### src/rtl/rx_frm_pkg.sv
package rx_frm_pkg;

    localparam int STATE_W = 3;
    localparam int EV_W    = 2;
    localparam int SROP_W  = 2;

    // Sequencer state: codes 4..7 are illegal and recover to rest.
    typedef enum logic [STATE_W-1:0] {
        ST_IDLE  = 3'd0,
        ST_MAYBE = 3'd1,
        ST_FULL  = 3'd2,
        ST_MID   = 3'd3
    } frm_state_t;

    // Line decoder report.
    typedef enum logic [EV_W-1:0] {
        EV_NONE = 2'd0,
        EV_COLL = 2'd1,
        EV_ZERO = 2'd2,
        EV_ONE  = 2'd3
    } line_ev_t;

    // Shift register command.
    typedef enum logic [SROP_W-1:0] {
        SR_LOAD  = 2'b00,
        SR_SHIFT = 2'b10,
        SR_HOLD  = 2'b11
    } sr_op_t;

    // Control bundle produced by the decode stage, all active high.
    typedef struct packed {
        sr_op_t sr_op;
        logic   crc_rst;
        logic   crc_clk;
        logic   crc_bit;
        logic   word_sync;
        logic   eop;
        logic   incomplete;
    } frm_ctl_t;

    function automatic logic ev_is_data(input line_ev_t e);
        return (e == EV_ZERO) || (e == EV_ONE);
    endfunction

    function automatic logic ev_bit(input line_ev_t e);
        return e == EV_ONE;
    endfunction

endpackage

### src/rtl/rx_frm_regs.sv
module rx_frm_regs
    import rx_frm_pkg::*;
(
    input  logic       clk,
    input  logic       rst,
    input  frm_state_t state_d,
    input  logic       col_d,
    output frm_state_t state_q,
    output logic       col_q
);

    always_ff @(posedge clk) begin
        if (rst) begin
            state_q <= ST_IDLE;
            col_q   <= 1'b0;
        end else begin
            state_q <= state_d;
            col_q   <= col_d;
        end
    end

endmodule

### src/rtl/rx_frm_decode.sv
module rx_frm_decode
    import rx_frm_pkg::*;
(
    input  frm_state_t state_q,
    input  logic       col_q,
    input  logic       carrier,
    input  line_ev_t   ev,
    input  logic       sr_full,
    output frm_state_t state_d,
    output logic       col_d,
    output frm_ctl_t   ctl
);

    logic data_ev;
    logic coll_ev;

    assign data_ev = ev_is_data(ev);
    assign coll_ev = (ev == EV_COLL);

    always_comb begin
        state_d   = state_q;
        col_d     = col_q;
        ctl       = '0;
        ctl.sr_op = SR_HOLD;

        case (state_q)
            ST_IDLE: begin
                ctl.crc_rst = 1'b1;
                col_d       = 1'b0;
                if (carrier) begin
                    state_d = ST_MAYBE;
                    if (ev == EV_ONE) begin
                        // preamble: CRC only, register untouched
                        ctl.crc_rst = 1'b0;
                        ctl.crc_clk = 1'b1;
                        ctl.crc_bit = 1'b1;
                    end else if (ev != EV_NONE) begin
                        col_d = 1'b1;
                    end
                end
            end

            ST_MAYBE, ST_MID: begin
                if (!carrier) begin
                    state_d   = ST_IDLE;
                    ctl.sr_op = SR_LOAD;
                    if (state_q == ST_MID || col_q) begin
                        ctl.eop        = 1'b1;
                        ctl.incomplete = 1'b1;
                        ctl.word_sync  = 1'b1;
                    end
                end else if (coll_ev) begin
                    col_d = 1'b1;
                end else if (data_ev) begin
                    ctl.sr_op   = SR_SHIFT;
                    ctl.crc_clk = 1'b1;
                    ctl.crc_bit = ev_bit(ev);
                    if (sr_full) begin
                        state_d       = ST_FULL;
                        ctl.word_sync = 1'b1;
                    end
                end
            end

            ST_FULL: begin
                if (!carrier) begin
                    state_d       = ST_IDLE;
                    ctl.sr_op     = SR_LOAD;
                    ctl.eop       = 1'b1;
                    ctl.word_sync = 1'b1;
                end else if (coll_ev) begin
                    col_d = 1'b1;
                end else if (data_ev) begin
                    ctl.sr_op   = SR_SHIFT;
                    ctl.crc_clk = 1'b1;
                    ctl.crc_bit = ev_bit(ev);
                    state_d     = ST_MID;
                end
            end

            default: begin
                state_d   = ST_IDLE;
                ctl.sr_op = SR_LOAD;
            end
        endcase
    end

endmodule

### src/rtl/rx_frm_pins.sv
module rx_frm_pins
    import rx_frm_pkg::*;
(
    input  frm_ctl_t          ctl,
    input  logic              col_q,
    output logic [SROP_W-1:0] sr_ctrl_o,
    output logic              crc_reset_o,
    output logic              crc_clk_o,
    output logic              crc_data_o,
    output logic              sync_n_o,
    output logic              eop_o,
    output logic              incomplete_o,
    output logic              collision_o
);

    assign sr_ctrl_o    = ctl.sr_op;
    assign crc_reset_o  = ctl.crc_rst;
    assign crc_clk_o    = ctl.crc_clk;
    assign crc_data_o   = ctl.crc_bit;
    assign sync_n_o     = ~ctl.word_sync;
    assign eop_o        = ctl.eop;
    assign incomplete_o = ctl.incomplete;
    assign collision_o  = col_q;

endmodule

### src/rtl/rx_frame_seq.sv
module rx_frame_seq
    import rx_frm_pkg::*;
(
    input  logic              clk,
    input  logic              rst,
    input  logic              carrier_i,
    input  logic [EV_W-1:0]   event_i,
    input  logic              sr_full_n_i,
    output logic [SROP_W-1:0] sr_ctrl_o,
    output logic              crc_reset_o,
    output logic              crc_clk_o,
    output logic              crc_data_o,
    output logic              sync_n_o,
    output logic              eop_o,
    output logic              incomplete_o,
    output logic              collision_o
);

    frm_state_t state_q;
    frm_state_t state_d;
    logic       col_q;
    logic       col_d;
    frm_ctl_t   ctl;
    line_ev_t   ev;
    logic       sr_full;

    assign ev      = line_ev_t'(event_i);
    assign sr_full = ~sr_full_n_i;

    rx_frm_regs u_regs (
        .clk     (clk),
        .rst     (rst),
        .state_d (state_d),
        .col_d   (col_d),
        .state_q (state_q),
        .col_q   (col_q)
    );

    rx_frm_decode u_decode (
        .state_q (state_q),
        .col_q   (col_q),
        .carrier (carrier_i),
        .ev      (ev),
        .sr_full (sr_full),
        .state_d (state_d),
        .col_d   (col_d),
        .ctl     (ctl)
    );

    rx_frm_pins u_pins (
        .ctl          (ctl),
        .col_q        (col_q),
        .sr_ctrl_o    (sr_ctrl_o),
        .crc_reset_o  (crc_reset_o),
        .crc_clk_o    (crc_clk_o),
        .crc_data_o   (crc_data_o),
        .sync_n_o     (sync_n_o),
        .eop_o        (eop_o),
        .incomplete_o (incomplete_o),
        .collision_o  (collision_o)
    );

endmodule

### config.mk
export PLATFORM = sky130hd
export DESIGN_NAME = rx_frame_seq
export DESIGN_NICKNAME = d
export VERILOG_FILES = /design/src/rtl/rx_frm_pkg.sv /design/src/rtl/rx_frm_regs.sv /design/src/rtl/rx_frm_decode.sv /design/src/rtl/rx_frm_pins.sv /design/src/rtl/rx_frame_seq.sv
export SDC_FILE = /design/constraint.sdc
export NUM_CORES = 1
export LEC_CHECK = 0
export ABC_AREA = 0
export BUFFER_PORTS_ARGS = -buffer_cell sky130_fd_sc_hd__buf_2
export CORE_AREA = 8 8 45 47
export DETAILED_ROUTE_END_ITERATION = 10
export DIE_AREA = 0 0 53 55
export GPL_TIMING_DRIVEN = 0
export SLEW_MARGIN = 25
export SYNTH_ARGS = -nofsm -noshare
export SYNTH_HDL_FRONTEND = slang
export SYNTH_HIERARCHICAL = 1
export SYNTH_SLANG_ARGS = --single-unit
### constraint.sdc
create_clock -name clk -period 2.01 [get_ports clk]
set_clock_uncertainty 0.15 [all_clocks]
set_input_delay 0.402 -clock clk [delete_from_list [all_inputs] [get_ports clk]]
set_output_delay 0.402 -clock clk [all_outputs]
set_load 0.01 [all_outputs]
==> results of run 1 <==
## worst min path at each step
stage | slack (ns) | cells after the start | end | startpoint
after floorplan | 0.32 | 1 | u_regs/col_q | rst
after global placement | 0.47 | 2 | u_regs/state_q[0] | rst
after detailed placement | 0.47 | 2 | u_regs/state_q[1] | rst
after CTS | 0.22 | 2 | u_regs/col_q | rst
after global routing | 0.23 | 2 | u_regs/state_q[0] | rst
final | 0.23 | 2 | u_regs/col_q | rst
## Yosys cell counts
cell type  count  area [um^2]
a211oi_1       1         7.51
a21o_1         1         7.51
a21oi_1        4         20.0
and2_1         1         6.26
and3_4         1         11.3
buf_4          9         67.6
conb_1         1         3.75
dfxtp_1        4         80.1
ha_1           3         37.5
inv_1          4         15.0
nand2_1        2         7.51
nand2b_1       2         12.5
nor2_1         4         15.0
nor2b_1        5         31.3
nor3_1         2         10.0
nor3_2         1         10.0
nor3b_1        1         7.51
nor4b_1        1         8.76
o21a_1         1         7.51
o21ai_0        1         5.00
o21ai_1        1         5.00
o21ba_1        1         10.0
or2_4          1         8.76
## sequential cells by signal, indices dropped and copies added (netlist names)
name / flops
u_regs/state_q: 3
u_regs/col_q: 1
## cell families after synthesis
logic type,Yosys count
simple gates,21
flops,4
buf+inv,13
fa+ha+maj,3
other cells,1
compound gates,10
## final cells by class
class | instances | area [um^2] | area share [%]
multi-input cells | 35 | 278 | 47.8
repair buffers | 16 | 97.6 | 16.8
flip-flops and latches | 4 | 80.1 | 13.8
plain buffers | 9 | 67.6 | 11.6
clock buffers | 3 | 22.5 | 3.88
well taps | 16 | 20.0 | 3.45
inverters | 4 | 15.0 | 2.59
## cell usage in the layout (no fill, tap or decap), drive strengths merged
cell type | Yosys | routed
o21ai | 2 | 2
nor4b | 1 | 1
o21ba | 1 | 1
nor3b | 1 | 1
ha | 3 | 3
a21o | 1 | 1
clkbuf | 0 | 3
and3 | 1 | 1
nor2 | 4 | 4
conb | 1 | 1
nand2b | 2 | 2
nor2b | 5 | 5
or2 | 1 | 1
o21a | 1 | 1
a211oi | 1 | 1
and2 | 1 | 1
nor3 | 3 | 3
dfxtp | 4 | 4
a21oi | 4 | 4
inv | 4 | 4
buf | 9 | 25
nand2 | 2 | 2
## worst register-to-register path, cell delays in order, from the launching register on
cell	delay (ns)
dfxtp_1	0.35
or2_4	0.30
o21ai_0	0.14
o21ai_1	0.08
nor2b_1	0.13
## through the flow
step                      hold WS [ns]  utilization [%]  setup TNS, ns  setup slack, ns
after floorplan                  0.324                -              0            0.218
after global placement           0.465             35.1        -0.0617          -0.0405
after detailed placement         0.469             35.1        -0.0799          -0.0466
after CTS                        0.224             39.0              0           0.0157
after global routing             0.230             42.0              0          0.00124
final                            0.228             42.0              0           0.0556
## power by group
part | leakage [nW] | switching, W | internal, W | total [W]
Clock | 0.0138 | 0.0000288 | 0.0000665 | 0.0000953
Sequential | 0.0329 | 0.00000544 | 0.0000835 | 0.0000889
Combinational | 0.237 | 0.0000343 | 0.0000478 | 0.0000821
Total | 0.284 | 0.0000685 | 0.000198 | 0.000266
## routing by layer
metal,wire (um),GRT usage [%],up-vias
met5,0,0,-
met3,83,2.41,0
met1,335,6.07,169
met4,0,2.59,0
met2,383,9.38,9
li1,-,-,200
## repair_timing
| item | in CTS | in global routing |
|---|---|---|
| setup endpoints to repair | 2 | 3 |
| endpoints found under the hold margin | 0 | 0 |
| gates resized for setup | 6 | 7 |
| buffers inserted | 1 | 1 |
| pin swaps | 2 | 4 |
==> metrics.cfg, run 1 <==
[status]
status=completed

[setup_path]
max_stage_delay_ns=0.22
r2r-start=u_regs/state_q[0]
r2r_setup_slack_ns=0.76
worstPathRequired_ns=1.46
critical_path.max_fanout=4
cp-endpoint=sr_ctrl_o[0]
crit_type=in -> out
cp_slowest_cell=o21ba_4
end_kind=output port
worstRegToRegCells=4
crit_chain=buf_6, inv_1, ha_4, o21ba_4, nand2b_4, a21oi_2, buf_4, buf_2
cp.depth=8
setup.worst_path.start_class=input port
crit-reg2reg-capture=u_regs/col_q
crit_path_start=event_i[0]
timing.critical_path.buf_inv=4
crit_family=buffers and inverters
crit_arrival_ns=1.40

[finish]
post_route_cells_drive_above_1_share_pct=52.1
final_net_count=82
stdcell_area_um2=581
fin_cells=87
n_antenna_cell=0
syn_to_final_growth_pct=46.8
fillers=149

[job]
cap_violations=0

[routing]
routed-via-count=378
drt_first_pass_iters=3
vias_per_cell=4.34
antenna_left=0
drc_errors=0
avgRoutedWirePerCell_um=9.22
drt_iter0_markers=3
routed_wl_um=802

[cts]
cts.clk_slew.worst_paths_ns=0.04
cts_tree=built
cts_root_buffer=clkbuf_4
cts_htree_levels=1
cts_hold_buf=0
insertion_delay_ns=0.23
cts_sinks=4
clk_path_buf_depth=2
cts_buffers=3

[grt]
grt_max_degree=9
grt_first_pass_wirelength_mm=1.25
grtUsageTotal_pct=5.63
antenna_found_initial=0
grt_overflow=0
grt_pass1_vias=347

[floorplan]
die_y_um=55
fp.coreArea_mm2=0.00138
die-area_mm2=0.00292
start_util_pct=28.6
rows=14
ios=15
die_w_um=53

[sta]
slew_viol_final=0
rsz0062_at_grt=no
finalCritPeriodShare_pct=97.2
setup_viol=0
fmax_mhz=512
min_period_ns=1.95
finalHoldViolCount=0

[synth]
synth.avg_cell_area_um2=7.60
netlist_instances=52
synth_top_family_by_area=simple AND/OR/NAND/NOR gates
yosys.cell_types.count=23
yosysWarnings=6
synthAdderAreaFrac_pct=9.49
muxShareOfSynthArea_pct=0
synth_xor_area_share_pct=0
synth_area_um2=395
synthSimpleGateAreaFrac_pct=32.6
ys_ff_latch=4
synth-compound-area-share_pct=15.8
ys_seq_area_share_pct=20.3
syn-num-nets=61

[placed_design]
dp_cells=82
dp_hpwl_um=642
gp_congestion=0.704
post_dp_cell_area_um2=485
port_buffers=14

[power_and_ir_drop]
total_leakage_power_nw=0.284
irDropWorstVdd_v=0.000245
power_w=0.000266
powerDensity_mw_per_mm2=459

[worst_hold_path]
min_path_type=in -> reg

No activity file was read; power rests on OpenSTA's default activity.
==> inputs of run 2 (changes only) <==
Settings changed: GPL_TIMING_DRIVEN 0 to unset, SETUP_SLACK_MARGIN set to 0.4.
==> run 2 against run 1 <==
Net effect: fmax is 2.1% higher; clock power increased by 2%; worst setup slack improved by 0.040 ns; critical endpoint is now sync_n_o; largest cell class unchanged.
==> metrics.cfg, run 2 (synthesis gave the netlist of run 1 again) <==
[status]
status=completed

[cts]
cts.clk_slew.worst_paths_ns=0.04
cts_buffers=3
clk_path_buf_depth=2
insertion_delay_ns=0.23
cts_tree=built
cts_htree_levels=1
cts_sinks=4
cts_root_buffer=clkbuf_4

[sta]
slew_viol_final=0
finalHoldViolCount=0
rsz0062_at_grt=yes
min_period_ns=1.91
fin_ws_ns=0.0951
finalCritPeriodShare_pct=95.3
tns_ns=0
fmax_mhz=522
setup_viol=0
whs_ns=0.215

[setup_path]
r2r_setup_slack_ns=0.63
end_kind=output port
max_stage_delay_ns=0.23
worstPathRequired_ns=1.46
r2r-start=u_regs/state_q[0]
crit-reg2reg-capture=u_regs/col_q
crit_arrival_ns=1.36
setup.worst_path.start_class=input port
crit_chain=buf_12, ha_4, o21ba_4, and3_4, a21o_1, inv_2, buf_6
critical_path.max_fanout=4
cp_slowest_cell=o21ba_4
worstRegToRegCells=5
crit_type=in -> out

[routing]
vias_per_cell=4.62
antenna_left=0
avgRoutedWirePerCell_um=11.6
routed_wl_um=918
drc_errors=0
drt_first_pass_iters=4
routed-via-count=365
drt_iter0_markers=6

[finish]
regMostFlops=u_regs/state_q
post_route_cells_drive_above_1_share_pct=66.7
final_common_cell=buf_2
syn_to_final_growth_pct=50.3
top_regs=u_regs/state_q: 3 flops, u_regs/col_q: 1 flops
largest_reg_flops=3
layout_common_cells=11 x buf_2, 4 x nor2_1, 4 x nor2b_1
stdcell_area_um2=594
final_net_count=74
n_antenna_cell=0

[floorplan]
fp.coreArea_mm2=0.00138
die_y_um=55
rows=14
start_util_pct=28.6
die_w_um=53
die-area_mm2=0.00292
ios=15

[power_and_ir_drop]
powerDensity_mw_per_mm2=452
power_w=0.000268
irDropWorstVdd_v=0.000216
total_leakage_power_nw=0.257

[worst_hold_path]
worst_hold_path.endpoint=u_regs/state_q[1]
min_from=rst
min_path_type=in -> reg
min_path_cells=2

[grt]
antenna_found_initial=0
grt_pass1_vias=350
grt_max_degree=9
grtUsageTotal_pct=6.77
grt_first_pass_wirelength_mm=1.44
grt_overflow=0

[placed_design]
post_dp_cell_area_um2=462
dp_slack_ns=0.0223
dp_hpwl_um=656
gp_congestion=0.742
port_buffers=14

[job]
cap_violations=0

-- run 2: worst max-delay path by stage --
stage / to / startpoint / slack [ns]
final: sync_n_o / event_i[1] / 0.1
after detailed placement: sync_n_o / event_i[0] / 0.02
after floorplan: sync_n_o / event_i[0] / 0.31
after CTS: sync_n_o / event_i[0] / 0.08
after global routing: sync_n_o / event_i[1] / 0.05
after global placement: sync_n_o / event_i[0] / 0.03
-- run 2: cell type report --
cell class	instances	area (um^2)
multi-input combinational	35	314
inverter	4	20.0
clock buffer	3	22.5
tap	16	20.0
sequential	4	90.1
timing repair buffer	17	128
fill	155	790
-- run 2: metal layers --
layer	share of wire, %	up-vias	track usage, %
met4	1.9	0	5.17
li1	-	183	-
met1	38	168	6.37
met5	0	-	0
met2	51	12	12.1
met3	9.4	2	2.14
-- run 2: what timing repair did --
item | 4_1_cts | 5_1_grt
resized for setup | 19 | 6
endpoints found under the setup margin | 7 | 7
setup buffers | 2 | 0
pin swaps | 6 | 5
hold buffers | 0 | 0
-- run 2: power breakdown --
part | switching (W) | internal, W | total [W]
registers | 0.00000682 | 0.0000823 | 0.0000891
logic | 0.0000374 | 0.0000445 | 0.0000819
clock network | 0.0000307 | 0.0000666 | 0.0000973
total | 0.0000749 | 0.000193 | 0.000268
-- run 2: through the flow --
| stage | utilization [%] | std cells |
|---|---|---|
| 2_1_floorplan | - | 52 |
| 3_3_place_gp | 33.4 | 74 |
| 3_5_place_dp | 33.4 | 74 |
| 4_1_cts | 41.4 | 79 |
| 5_1_grt | 42.9 | 79 |
| 6_report | 42.9 | 79 |
-- run 2: worst max-delay path, delay by kind of cell --
family	cells	cell delay, ns
AOI/OAI and AO/OA	2	0.39
buffers and inverters	3	0.25
and+or+nand+nor	1	0.17
adders and majority gates	1	0.15
